### src/rtl/chan_select_pkg.sv
package chan_select_pkg;

  localparam logic [7:0] GEN_CALL_BYTE = 8'h00;
  localparam logic [7:0] SW_RESET_CMD  = 8'h06;
  localparam logic [7:0] ID_QUERY_WR   = 8'hF8;
  localparam logic [7:0] ID_QUERY_RD   = 8'hF9;

  typedef enum logic [2:0] {
    SRC_REG, SRC_ID0, SRC_ID1, SRC_ID2, SRC_FILL
  } txSrc_e;

  // control -> datapath strobes
  typedef struct packed {
    logic   pendSet;
    logic   pendClr;
    logic   commit;
    logic   swReset;
    logic   txLoad;
    logic   txBit;
    logic   ackDrv;
    logic   sdaRel;
    txSrc_e txSrc;
  } strobe_t;

  // datapath -> control bus events
  typedef struct packed {
    logic startEv;
    logic stopEv;
    logic sclRise;
    logic sclFall;
    logic sdaBit;
  } busEv_t;

  typedef enum logic [2:0] {
    ST_IDLE, ST_RXB, ST_ACKW, ST_TXB, ST_ACKR, ST_SKIP
  } state_e;

  typedef enum logic [2:0] {
    MD_ADDR, MD_WR, MD_RD, MD_GC, MD_IDARG, MD_IDRD, MD_SINK
  } mode_e;

endpackage

### src/rtl/chan_select_dp.sv
module chan_select_dp
  import chan_select_pkg::*;
#(
  parameter int NUM_CH   = 4,
  parameter int FILT_LEN = 3,
  parameter logic [7:0] ID_BYTE0 = 8'h3C,
  parameter logic [7:0] ID_BYTE1 = 8'h51,
  parameter logic [7:0] ID_BYTE2 = 8'h07
) (
  input  logic              clk,
  input  logic              rstN,
  input  logic              sclIn,
  input  logic              sdaIn,
  input  strobe_t           stb,
  output busEv_t            ev,
  output logic [7:0]        rxByte,
  output logic              sdaOe,
  output logic [NUM_CH-1:0] chanEn
);

  localparam int CNT_W = $clog2(FILT_LEN + 1);
  localparam int LINES = 2;

  logic [LINES-1:0] rawIn, syncA, syncB, filt;
  logic             sclQ, sdaQ;
  logic [7:0]       rxShift, txShift, srcByte, regByte;
  logic [NUM_CH-1:0] pend;
  logic             pendValid;

  assign rawIn = {sdaIn, sclIn};

  always_ff @(posedge clk or negedge rstN) begin
    if (!rstN) begin
      syncA <= '1;
      syncB <= '1;
    end else begin
      syncA <= rawIn;
      syncB <= syncA;
    end
  end

  // per-line glitch filter: a new level must persist FILT_LEN samples
  for (genvar i = 0; i < LINES; i++) begin : g_filt
    logic             lvl;
    logic [CNT_W-1:0] cnt;
    always_ff @(posedge clk or negedge rstN) begin
      if (!rstN) begin
        lvl <= 1'b1;
        cnt <= '0;
      end else if (syncB[i] == lvl) begin
        cnt <= '0;
      end else if (cnt == CNT_W'(FILT_LEN - 1)) begin
        lvl <= syncB[i];
        cnt <= '0;
      end else begin
        cnt <= cnt + 1'b1;
      end
    end
    assign filt[i] = lvl;
  end

  always_ff @(posedge clk or negedge rstN) begin
    if (!rstN) begin
      sclQ <= 1'b1;
      sdaQ <= 1'b1;
    end else begin
      sclQ <= filt[0];
      sdaQ <= filt[1];
    end
  end

  assign ev.sclRise = filt[0] & ~sclQ;
  assign ev.sclFall = ~filt[0] & sclQ;
  assign ev.startEv = filt[0] & sclQ & sdaQ & ~filt[1];
  assign ev.stopEv  = filt[0] & sclQ & ~sdaQ & filt[1];
  assign ev.sdaBit  = filt[1];

  always_ff @(posedge clk or negedge rstN) begin
    if (!rstN)           rxShift <= '0;
    else if (ev.sclRise) rxShift <= {rxShift[6:0], filt[1]};
  end
  assign rxByte = rxShift;

  always_comb begin
    regByte = '0;
    regByte[NUM_CH-1:0] = chanEn;
  end

  always_comb begin
    case (stb.txSrc)
      SRC_REG: srcByte = regByte;
      SRC_ID0: srcByte = ID_BYTE0;
      SRC_ID1: srcByte = ID_BYTE1;
      SRC_ID2: srcByte = ID_BYTE2;
      default: srcByte = 8'hFF;
    endcase
  end

  // open-drain data driver
  always_ff @(posedge clk or negedge rstN) begin
    if (!rstN) begin
      sdaOe   <= 1'b0;
      txShift <= '1;
    end else if (stb.txLoad) begin
      sdaOe   <= ~srcByte[7];
      txShift <= {srcByte[6:0], 1'b1};
    end else if (stb.txBit) begin
      sdaOe   <= ~txShift[7];
      txShift <= {txShift[6:0], 1'b1};
    end else if (stb.ackDrv) begin
      sdaOe   <= 1'b1;
    end else if (stb.sdaRel) begin
      sdaOe   <= 1'b0;
    end
  end

  // control register with staged write
  always_ff @(posedge clk or negedge rstN) begin
    if (!rstN) begin
      chanEn    <= '0;
      pend      <= '0;
      pendValid <= 1'b0;
    end else if (stb.swReset) begin
      chanEn    <= '0;
      pendValid <= 1'b0;
    end else if (stb.commit) begin
      if (pendValid) chanEn <= pend;
      pendValid <= 1'b0;
    end else if (stb.pendClr) begin
      pendValid <= 1'b0;
    end else if (stb.pendSet) begin
      pend      <= rxShift[NUM_CH-1:0];
      pendValid <= 1'b1;
    end
  end

  assert_sw_clear_R7: assert property (@(posedge clk) disable iff (!rstN)
    stb.swReset |=> chanEn == '0);

  assert_en_change_R2: assert property (@(posedge clk) disable iff (!rstN)
    !$stable(chanEn) |-> $past(stb.commit || stb.swReset));

  assert_start_release_R9: assert property (@(posedge clk) disable iff (!rstN)
    ev.startEv |=> !sdaOe);

endmodule

### src/rtl/chan_select_fsm.sv
module chan_select_fsm
  import chan_select_pkg::*;
(
  input  logic       clk,
  input  logic       rstN,
  input  busEv_t     ev,
  input  logic [7:0] rxByte,
  input  logic [6:0] ownAddr,
  output strobe_t    stb
);

  state_e     state, stateN;
  mode_e      mode, modeN, nextMode;
  logic [3:0] bitCnt, cntN;
  logic       idArmed, armN;
  logic [1:0] idIdx, idxN;
  logic       mAck, mAckN;
  logic       ackIt;

  function automatic txSrc_e pickSrc(mode_e m, logic [1:0] idx);
    if (m == MD_RD) return SRC_REG;
    case (idx)
      2'd0:    return SRC_ID0;
      2'd1:    return SRC_ID1;
      2'd2:    return SRC_ID2;
      default: return SRC_FILL;
    endcase
  endfunction

  always_comb begin
    stb      = '0;
    stb.txSrc = SRC_REG;
    stateN   = state;
    modeN    = mode;
    cntN     = bitCnt;
    armN     = idArmed;
    idxN     = idIdx;
    mAckN    = mAck;
    ackIt    = 1'b0;
    nextMode = mode;
    if (ev.stopEv) begin
      stateN     = ST_IDLE;
      stb.commit = 1'b1;
      stb.sdaRel = 1'b1;
      armN       = 1'b0;
    end else if (ev.startEv) begin
      stateN      = ST_RXB;
      modeN       = MD_ADDR;
      cntN        = '0;
      stb.pendClr = 1'b1;
      stb.sdaRel  = 1'b1;
    end else begin
      case (state)
        ST_RXB: begin
          if (ev.sclRise) begin
            cntN = bitCnt + 4'd1;
          end else if (ev.sclFall && bitCnt == 4'd8) begin
            case (mode)
              MD_ADDR: begin
                if (rxByte[7:1] == ownAddr) begin
                  ackIt    = 1'b1;
                  nextMode = rxByte[0] ? MD_RD : MD_WR;
                end else if (rxByte == GEN_CALL_BYTE) begin
                  ackIt    = 1'b1;
                  nextMode = MD_GC;
                end else if (rxByte == ID_QUERY_WR) begin
                  ackIt    = 1'b1;
                  nextMode = MD_IDARG;
                end else if (rxByte == ID_QUERY_RD && idArmed) begin
                  ackIt    = 1'b1;
                  nextMode = MD_IDRD;
                  armN     = 1'b0;
                  idxN     = '0;
                end
              end
              MD_WR: begin
                ackIt       = 1'b1;
                stb.pendSet = 1'b1;
              end
              MD_GC: begin
                if (rxByte == SW_RESET_CMD) begin
                  ackIt       = 1'b1;
                  stb.swReset = 1'b1;
                end
              end
              MD_IDARG: begin
                if (rxByte == {ownAddr, 1'b0}) begin
                  ackIt    = 1'b1;
                  armN     = 1'b1;
                  nextMode = MD_SINK;
                end
              end
              default: ackIt = 1'b0;
            endcase
            if (ackIt) begin
              stb.ackDrv = 1'b1;
              stateN     = ST_ACKW;
              modeN      = nextMode;
            end else begin
              stateN = ST_SKIP;
            end
          end
        end
        ST_ACKW: begin
          if (ev.sclFall) begin
            if (mode == MD_RD || mode == MD_IDRD) begin
              stb.txLoad = 1'b1;
              stb.txSrc  = pickSrc(mode, idIdx);
              if (mode == MD_IDRD && idIdx != 2'd3) idxN = idIdx + 2'd1;
              cntN   = 4'd1;
              stateN = ST_TXB;
            end else begin
              stb.sdaRel = 1'b1;
              cntN       = '0;
              stateN     = ST_RXB;
            end
          end
        end
        ST_TXB: begin
          if (ev.sclFall) begin
            if (bitCnt == 4'd8) begin
              stb.sdaRel = 1'b1;
              stateN     = ST_ACKR;
            end else begin
              stb.txBit = 1'b1;
              cntN      = bitCnt + 4'd1;
            end
          end
        end
        ST_ACKR: begin
          if (ev.sclRise) begin
            mAckN = ~ev.sdaBit;
          end else if (ev.sclFall) begin
            if (mAck) begin
              stb.txLoad = 1'b1;
              stb.txSrc  = pickSrc(mode, idIdx);
              if (mode == MD_IDRD && idIdx != 2'd3) idxN = idIdx + 2'd1;
              cntN   = 4'd1;
              stateN = ST_TXB;
            end else begin
              stateN = ST_SKIP;
            end
          end
        end
        default: stateN = state;
      endcase
    end
  end

  always_ff @(posedge clk or negedge rstN) begin
    if (!rstN) begin
      state   <= ST_IDLE;
      mode    <= MD_ADDR;
      bitCnt  <= '0;
      idArmed <= 1'b0;
      idIdx   <= '0;
      mAck    <= 1'b0;
    end else begin
      state   <= stateN;
      mode    <= modeN;
      bitCnt  <= cntN;
      idArmed <= armN;
      idIdx   <= idxN;
      mAck    <= mAckN;
    end
  end

  assert_one_drive_R9: assert property (@(posedge clk) disable iff (!rstN)
    $onehot0({stb.txLoad, stb.txBit, stb.ackDrv}));

  assert_stop_idle_R2: assert property (@(posedge clk) disable iff (!rstN)
    ev.stopEv |=> state == ST_IDLE);

endmodule

### src/rtl/chan_select_switch.sv
module chan_select_switch
  import chan_select_pkg::*;
#(
  parameter int NUM_CH   = 4,
  parameter int FILT_LEN = 3,
  parameter logic [2:0] ADDR_BASE = 3'b101,
  parameter logic [7:0] ID_BYTE0  = 8'h3C,
  parameter logic [7:0] ID_BYTE1  = 8'h51,
  parameter logic [7:0] ID_BYTE2  = 8'h07
) (
  input  logic              clk,
  input  logic              porRstN,
  input  logic              hwRstN,
  input  logic [1:0]        strapLo,
  input  logic [1:0]        strapHi,
  input  logic              sclIn,
  input  logic              sdaIn,
  output logic              sdaOe,
  output logic [NUM_CH-1:0] chanEn
);

  logic       rstAllN;
  logic [6:0] ownAddr;
  logic [7:0] rxByte;
  strobe_t    stb;
  busEv_t     ev;

  assign rstAllN = porRstN & hwRstN;
  assign ownAddr = {ADDR_BASE, strapHi, strapLo};

  chan_select_dp #(
    .NUM_CH(NUM_CH), .FILT_LEN(FILT_LEN),
    .ID_BYTE0(ID_BYTE0), .ID_BYTE1(ID_BYTE1), .ID_BYTE2(ID_BYTE2)
  ) u_dp (
    .clk(clk), .rstN(rstAllN), .sclIn(sclIn), .sdaIn(sdaIn),
    .stb(stb), .ev(ev), .rxByte(rxByte), .sdaOe(sdaOe), .chanEn(chanEn)
  );

  chan_select_fsm u_fsm (
    .clk(clk), .rstN(rstAllN), .ev(ev), .rxByte(rxByte),
    .ownAddr(ownAddr), .stb(stb)
  );

  assert_hw_clear_R4: assert property (@(posedge clk) disable iff (!porRstN)
    !hwRstN |-> (chanEn == '0 && !sdaOe));

endmodule

### config.mk
export PLATFORM = sky130hd
export DESIGN_NAME = chan_select_switch
export DESIGN_NICKNAME = d
export VERILOG_FILES = /design/src/rtl/chan_select_pkg.sv /design/src/rtl/chan_select_dp.sv /design/src/rtl/chan_select_fsm.sv /design/src/rtl/chan_select_switch.sv
export SDC_FILE = /design/constraint.sdc
export NUM_CORES = 1
export LEC_CHECK = 0
export ABC_AREA = 1
export BUFFER_PORTS_ARGS = -buffer_cell sky130_fd_sc_hd__buf_2
export CORE_MARGIN = 3
export CORE_UTILIZATION = 48
export DETAILED_ROUTE_END_ITERATION = 10
export GPL_ROUTABILITY_DRIVEN = 0
export GPL_TIMING_DRIVEN = 0
export PLACE_DENSITY = 0.67
export REMOVE_ABC_BUFFERS = 1
export SYNTH_ARGS = -nofsm -noshare
export SYNTH_HDL_FRONTEND = slang
export SYNTH_SLANG_ARGS = --single-unit
### constraint.sdc
create_clock -name clk -period 1.6 [get_ports clk]
set_input_delay 0.32 -clock clk [delete_from_list [all_inputs] [get_ports clk]]
set_output_delay 0.32 -clock clk [all_outputs]
set_load 0.03 [all_outputs]
==> metrics.md, run 1 <==
| Metric | Value |
|---|---|
| Post-Synth Simple-Gate Area | `0.319` |
| Iteration count of the initial detailed-routing pass | `5` |
| Crit start category | `flip-flop` |
| Most frequent cells in the layout | `nand2_1, inv_1, nor2_1` |
| H-tree levels | `2` |
| Failing checks | `negative setup slack` |
| DRT iter0 DRCs | `152` |
| Post-synthesis compound-gate area fraction | `0.100` |
| Port Buffer Count | `13` |
| Clk sinks | `51` |
| Routed wire length | `6840 um` |
| Cts hold-fix bufs | `0` |
| Setup crit end kind | `flip-flop` |
| Avg Inst Size Synth | `7.52 um^2` |
| Rel. slew slack | `0.691` |
| Initial antenna violation count | `0` |
| Hold Violations, Final | `0` |
| RSZ-0062 raised after global routing | `yes` |
| Worst-Skew Late Latency | `0.31 ns` |
| Antenna fix cells | `0` |
| Peak VDD IR | `0.765 mV` |
| Final non-filler cell total | `509` |
| GR Layer Usage met2 | `0.313` |
| Worst Hold Class | `in -> async` |
| Drt drc | `0` |
| Area delta synth->final | `28.5%` |
| Die ar. | `0.00698 mm^2` |
| Mapped Cells | `384` |
| Leakage | `1.84 nW` |
| Final Max Tran Viols | `0` |
| Share of post-route cells with drive strength above 1 | `0.327` |
| Pre-CTS worst setup slack | `-0.294 ns` |
| Crit Path Category | `reg -> reg` |
| Clock root cell | `clkbuf_8` |
| Core area | `0.00568 mm^2` |
| Seq/Total Area, Yosys | `0.449` |
| Yosys cell types | `33` |
| Detail Placement HPWL | `4470 um` |
| Outcome | `complete, but fails checks` |
| Placed inst area | `0.00306 mm^2` |
| First-pass GRT wire length | `10,900 um` |
| TritonCTS clock tree | `built` |
| Commonest non-fill, non-tap cell in the layout | `nand2_1` |
| Vias in the first global route | `2,465` |
| Filler Cell Count | `472` |
| Die Wd | `83.5 um` |
| Final Cycle Share | `1.06` |
| FP Rows | `27` |
| Final nets | `451` |
| DR WL/cell | `13.4 um` |
| GR peak layer | `met2` |
| Initial core utilization | `0.509` |
| Top Ports | `14` |
| Total vias in the final route | `2,612` |
| Final setup viols | `23` |
| Hold WS | `0.0320 ns` |
| Final min period | `1.69 ns` |
| Worst Tran Pin Value | `0.463 ns` |
| Met1 usage | `0.251` |
| Post-route ant nets | `0` |
| Cts bufs inserted | `5` |
| Clock transition at path regs | `0.10 ns` |
| Met3 GRT Util | `0.0346` |
| Largest net degree at the start of global routing | `32` |
| Grt total ovfl | `0` |
| Critical path arrival | `1.89 ns` |
| Die Y | `83.5 um` |
| Synthesized area | `0.00289 mm^2` |
| Setup ws final | `-0.0945 ns` |
| Vias per inst | `5.13` |
| Crit path required time | `1.80 ns` |
| Synth Warn # | `0` |
| Post-Place Cells | `469` |
| Clock skew | `0.0106 ns` |
| Xor/xnor share of the synthesized area | `0.0152` |
| Multiplexer area fraction after synthesis | `0.00347` |
| Worst-path maximum fanout | `4` |
| Pwr dens | `1590 mW/mm^2` |
| Post-route cell area | `0.00371 mm^2` |
| Synth Register Bits | `51` |
| Post-layout util | `0.653` |
| GRT Total Usage | `0.188` |
| Highest Clock Rate | `590 MHz` |
| Largest family of logic cells by synthesized area | `simple AND/OR/NAND/NOR gates` |
| Post-Synth Adder-Cell Area | `0.0260` |
| Clock Path Buffers | `2` |
| Max Cap Viol | `0` |
report_power, final:
| group | total (W) | switching, W | leakage, nW | internal [W] |
|---|---|---|---|---|
| Sequential | 0.00209 | 0.000355 | 0.633 | 0.00174 |
| Combinational | 0.00286 | 0.00175 | 1.15 | 0.00112 |
| Clock | 0.000929 | 0.000458 | 0.0548 | 0.000472 |
cells by family (layout without fill, tap and decap cells):
family / count (synthesis) / after routing
compound gates: 51 / 51
xor+xnor: 5 / 5
fa+ha+maj: 6 / 6
buf+inv: 67 / 119
flops: 51 / 51
mux: 1 / 1
simple gates: 203 / 204
sequential cells by signal, indices dropped and copies added (netlist names), 2 cells and up:
register	flops
u_dp.txShift	7
u_dp.chanEn	4
u_dp.g_filt.cnt	4
u_dp.g_filt.lvl	2
u_fsm.state	3
u_dp.syncA	2
u_fsm.idIdx	2
u_dp.rxByte	8
u_fsm.mode	3
u_dp.pend	4
u_fsm.bitCnt	4
u_dp.syncB	2
worst max-delay path, cell delays in order, from the launching register on:
cell,delay (ns)
dfstp_2,0.60
inv_4,0.07
nor2_4,0.11
inv_2,0.06
nor2_4,0.10
inv_2,0.06
nor2_4,0.14
nand2_2,0.08
o21ai_2,0.16
buf_4,0.14
a22oi_2,0.06
path summary, 6_finish.rpt:
kind                                from              to  slack [ns]  cells after the start
hold / removal                    hwRstN  u_dp.chanEn[0]        0.03                      3
min in group clk                   sclIn   u_dp.syncA[0]        0.10                      1
setup / recovery               u_dp.sclQ   u_fsm.idArmed       -0.09                     10
max in group asynchronous        porRstN       u_dp.sdaQ        0.96                      4
hold reg to reg            u_dp.syncA[0]   u_dp.syncB[0]        0.36                      0
setup reg to reg               u_dp.sclQ   u_fsm.idArmed       -0.09                     10
synthesized netlist by cell type:
cell	count	area [um^2]
ha_1	6	75.1
inv_1	62	233
nand3_2	3	30.0
nor3b_2	1	12.5
nand3_1	23	115
nand2_2	5	31.3
or2_2	1	6.26
xor2_1	2	17.5
nor2_1	46	173
nand3_4	2	35.0
a221oi_1	1	8.76
nor2_4	2	22.5
a22o_1	4	35.0
dfstp_2	15	394
a21oi_1	8	40.0
o21ai_0	28	140
clkbuf_1	1	3.75
nand4_1	8	50.1
inv_2	4	15.0
a22oi_1	1	7.51
xnor2_1	3	26.3
o21ai_1	3	15.0
o211ai_1	2	15.0
nor4_1	1	6.26
dfrtp_1	36	901
nor3_1	11	55.1
o31ai_1	2	15.0
o22ai_1	1	6.26
nand2_1	98	368
mux2i_1	1	10.0
nand2_4	1	11.3
a31oi_1	1	6.26
nor2_2	1	6.26
metal layers:
layer	wire (um)	up-vias	share of wire
met5	0	-	0
met2	3400	50	0.50
met4	94	0	0.014
met3	296	8	0.043
met1	3060	1231	0.45
li1	-	1323	-
timing repair:
item,in CTS,in global routing
gates cloned,1,0
buffers inserted,16,15
endpoints found under the setup margin,28,30
pin swaps,12,24
resized for setup,38,47
through the flow:
step           setup TNS (ns)  power (W)
6_report               -0.963    0.00589
5_1_grt                 -3.93    0.00635
4_1_cts                -0.940    0.00536
3_5_place_dp            -4.41    0.00403
3_3_place_gp           -30.50    0.00397
2_1_floorplan               0    0.00354
cell type report:
| type | count | area (um^2) | share of cell area |
|---|---|---|---|
| clock inverter | 3 | 46.3 | 0.0125 |
| clock buffer | 5 | 68.8 | 0.0186 |
| timing repair buffer | 45 | 325 | 0.0877 |
| inverter | 66 | 258 | 0.0695 |
| sequential | 51 | 1300 | 0.350 |
| multi-input combinational | 267 | 1620 | 0.437 |
| tap | 72 | 90.1 | 0.0243 |
(Power assumes the default switching activity.)
==> run 2: changes to the inputs <==
--- a/config.mk
+++ b/config.mk
@@ -13,6 +13,7 @@
 export GPL_ROUTABILITY_DRIVEN = 0
 export GPL_TIMING_DRIVEN = 0
 export PLACE_DENSITY = 0.67
+export RECOVER_POWER = 25
 export REMOVE_ABC_BUFFERS = 1
 export SYNTH_ARGS = -nofsm -noshare
 export SYNTH_HDL_FRONTEND = slang
==> run 2 against run 1 <==
Effect of this change:
- the run still ends with negative setup slack left
- register-to-register slack hardly changed
- routed wire length hardly changed
- non-clock buffer count unchanged
==> metrics.md, run 2 (synthesis results as in run 1) <==
| Metric | Value |
|---|---|
| Number of flip-flops in the largest register | `8 (unchanged)` |
| Setup TNS | `-0.972 ns (was -0.963 ns)` |
| H-tree levels | `2 (unchanged)` |
| Peak VDD IR | `0.766 mV (was 0.765 mV)` |
| TritonCTS clock tree | `built (unchanged)` |
| Hold Violations, Final | `0 (unchanged)` |
| Share of post-route cells with drive strength above 1 | `0.325 (was 0.327)` |
| Final nets | `451 (unchanged)` |
| Initial antenna violation count | `0 (unchanged)` |
| Filler Cell Count | `472 (unchanged)` |
| Largest net degree at the start of global routing | `32 (unchanged)` |
| First-pass GRT wire length | `10,900 um (unchanged)` |
| Initial core utilization | `0.509 (unchanged)` |
| Post-layout util | `0.653 (unchanged)` |
| Hold Path Cell Cnt | `1` |
| Most frequent CP cell | `nor2_4 (unchanged)` |
| Pwr dens | `1590 mW/mm^2 (about the same)` |
| Final setup viols | `23 (unchanged)` |
| Most frequent cells in the layout | `nand2_1, inv_1, nor2_1 (unchanged)` |
| Final min period | `1.69 ns (about the same)` |
| Die Y | `83.5 um (unchanged)` |
| Top Ports | `14 (unchanged)` |
| Worst R2R Path Depth | `10 (unchanged)` |
| Clock root cell | `clkbuf_8 (unchanged)` |
| Final Max Tran Viols | `0 (unchanged)` |
| Worst Tran Pin Value | `0.833 ns (was 0.463 ns)` |
| Max incr delay on CP | `0.60 ns (about the same)` |
| Crit path required time | `1.80 ns (about the same)` |
| Rel. slew slack | `0.444 (was 0.691)` |
| Clock Path Buffers | `2 (unchanged)` |
| Antenna fix cells | `0 (unchanged)` |
| Clk sinks | `51 (unchanged)` |
| Cts bufs inserted | `5 (unchanged)` |
| Detail Placement HPWL | `4470 um (unchanged)` |
| DR WL/cell | `13.4 um (about the same)` |
| Crit start category | `flip-flop (unchanged)` |
| Final Cycle Share | `1.06 (about the same)` |
| Worst-path maximum fanout | `4 (unchanged)` |
| Flop-to-flop setup slack | `-0.09 ns (about the same)` |
| Worst Hold Class | `in -> reg (was in -> async)` |
| Leakage | `1.84 nW (about the same)` |
| Setup ws final | `-0.0950 ns (was -0.0945 ns)` |
| Die Wd | `83.5 um (unchanged)` |
| Vias per inst | `5.15 (was 5.13)` |
| Highest Clock Rate | `590 MHz (about the same)` |
| Total Power | `0.00589 W (about the same)` |
| Vias in the first global route | `2,465 (unchanged)` |
| Clock transition at path regs | `0.10 ns (about the same)` |
| Clock skew | `0.0104 ns (was 0.0106 ns)` |
| Drt drc | `0 (unchanged)` |
| Total vias in the final route | `2,619 (was 2,612)` |
| Routed wire length | `6840 um (about the same)` |
| Hold EP | `u_dp.syncA[0]` |
| Critical hold path startpoint | `sclIn` |
| FP Rows | `27 (unchanged)` |
| Crit-path slowest cell | `dfstp_2 (unchanged)` |
| Critical path arrival | `1.89 ns (about the same)` |
| Max Cap Viol | `0 (unchanged)` |
| Crit Path Category | `reg -> reg (unchanged)` |
| Core area | `0.00568 mm^2 (unchanged)` |
| Commonest non-fill, non-tap cell in the layout | `nand2_1 (unchanged)` |
| Worst-Skew Late Latency | `0.31 ns (about the same)` |
| DRT iter0 DRCs | `150 (was 152)` |
| GRT Total Usage | `0.188 (unchanged)` |
| Post-route ant nets | `0 (unchanged)` |
| Critical Path, Cell by Cell | `inv_4 > nor2_4 > inv_2 > nor2_4 > inv_2 > nor2_4 > nand2_2 > o21ai_2 > buf_4 > a22oi_2 (unchanged)` |
| Iteration count of the initial detailed-routing pass | `4 (was 5)` |
| Die ar. | `0.00698 mm^2 (unchanged)` |
| Outcome | `complete, but fails checks (unchanged)` |
| Area delta synth->final | `28.5% (unchanged)` |
| RSZ-0062 raised after global routing | `yes (unchanged)` |
| Grt total ovfl | `0 (unchanged)` |
| Setup crit end kind | `flip-flop (unchanged)` |
| Failing checks | `negative setup slack (unchanged)` |
| Port Buffer Count | `13 (unchanged)` |
| R2r endpoint | `u_fsm.idArmed (unchanged)` |
| R2R Path Start | `u_dp.sclQ (unchanged)` |
## run 2: cell count changes in the layout (fill, tap and decap cells not counted)
| cell | delta |
|---|---|
| inv_1 | +1 |
| inv_2 | -1 |
## run 2: routing by layer
layer | track usage | vias to the layer above | part of all wire
li1 | - | 1325 | -
met1 | 0.251 | 1237 | 0.45
met2 | 0.313 | 49 | 0.50
met3 | 0.0346 | 8 | 0.043
met4 | 0.0497 | 0 | 0.014
met5 | 0 | - | 0
## run 2: how the worst max path moves through the flow
| stage | startpoint | endpoint | slack [ns] | cells past startpoint |
|---|---|---|---|---|
| final | u_dp.sclQ | u_fsm.idArmed | -0.09 | 10 |
| after global routing | u_dp.sclQ | u_fsm.idArmed | -0.20 | 10 |
| after CTS | u_dp.sclQ | u_fsm.idArmed | -0.08 | 10 |
| after detailed placement | u_dp.g_filt[1].lvl | u_dp.txShift[4] | -0.29 | 12 |
| after global placement | porRstN | u_dp.g_filt[1].cnt[0] | -0.65 | 3 |
| after floorplan | u_dp.sclQ | u_fsm.idArmed | 0.02 | 10 |
## run 2: layout make-up
cell class | instances | area (um^2) | share of cell area
multi-input combinational | 267 | 1620 | 0.437
tap | 72 | 90.1 | 0.0243
sequential | 51 | 1300 | 0.350
timing repair buffer | 45 | 325 | 0.0877
inverter | 66 | 258 | 0.0695
clock buffer | 5 | 68.8 | 0.0186
clock inverter | 3 | 46.3 | 0.0125
## run 2: repair_timing
action / 4_1_cts / 5_1_grt
pin swaps: 12 / 24
gates resized for setup: 38 / 47
setup endpoints to repair: 28 / 30
cloned: 1 / 0
hold buffers: 0 / 0
buffers inserted: 16 / 15
## run 2: report_power, final
part	switching [W]	internal, W
Combinational	0.00175	0.00112
Clock	0.000459	0.000472
Sequential	0.000354	0.00174
Total	0.00256	0.00333
## run 2: worst max-delay path: cells and delay by family (launching register included)
family | cells | cell delay (ns)
DFF | 1 | 0.60
and+or+nand+nor | 4 | 0.43
AOI/OAI and AO/OA | 2 | 0.22
buffers and inverters | 4 | 0.33
## run 2: metrics by stage
| stage | hold slack (ns) | std cells | cell area (um^2) | setup WS [ns] |
|---|---|---|---|---|
| after global routing | 0.0795 | 509 | 3710 | -0.204 |
| final | 0.0946 | 509 | 3710 | -0.0950 |
| after detailed placement | 0.350 | 469 | 3060 | -0.294 |
| after floorplan | 0.324 | 383 | 2880 | 0.0197 |
| after global placement | 0.346 | 468 | 3040 | -0.649 |
| after CTS | 0.0397 | 494 | 3430 | -0.0764 |
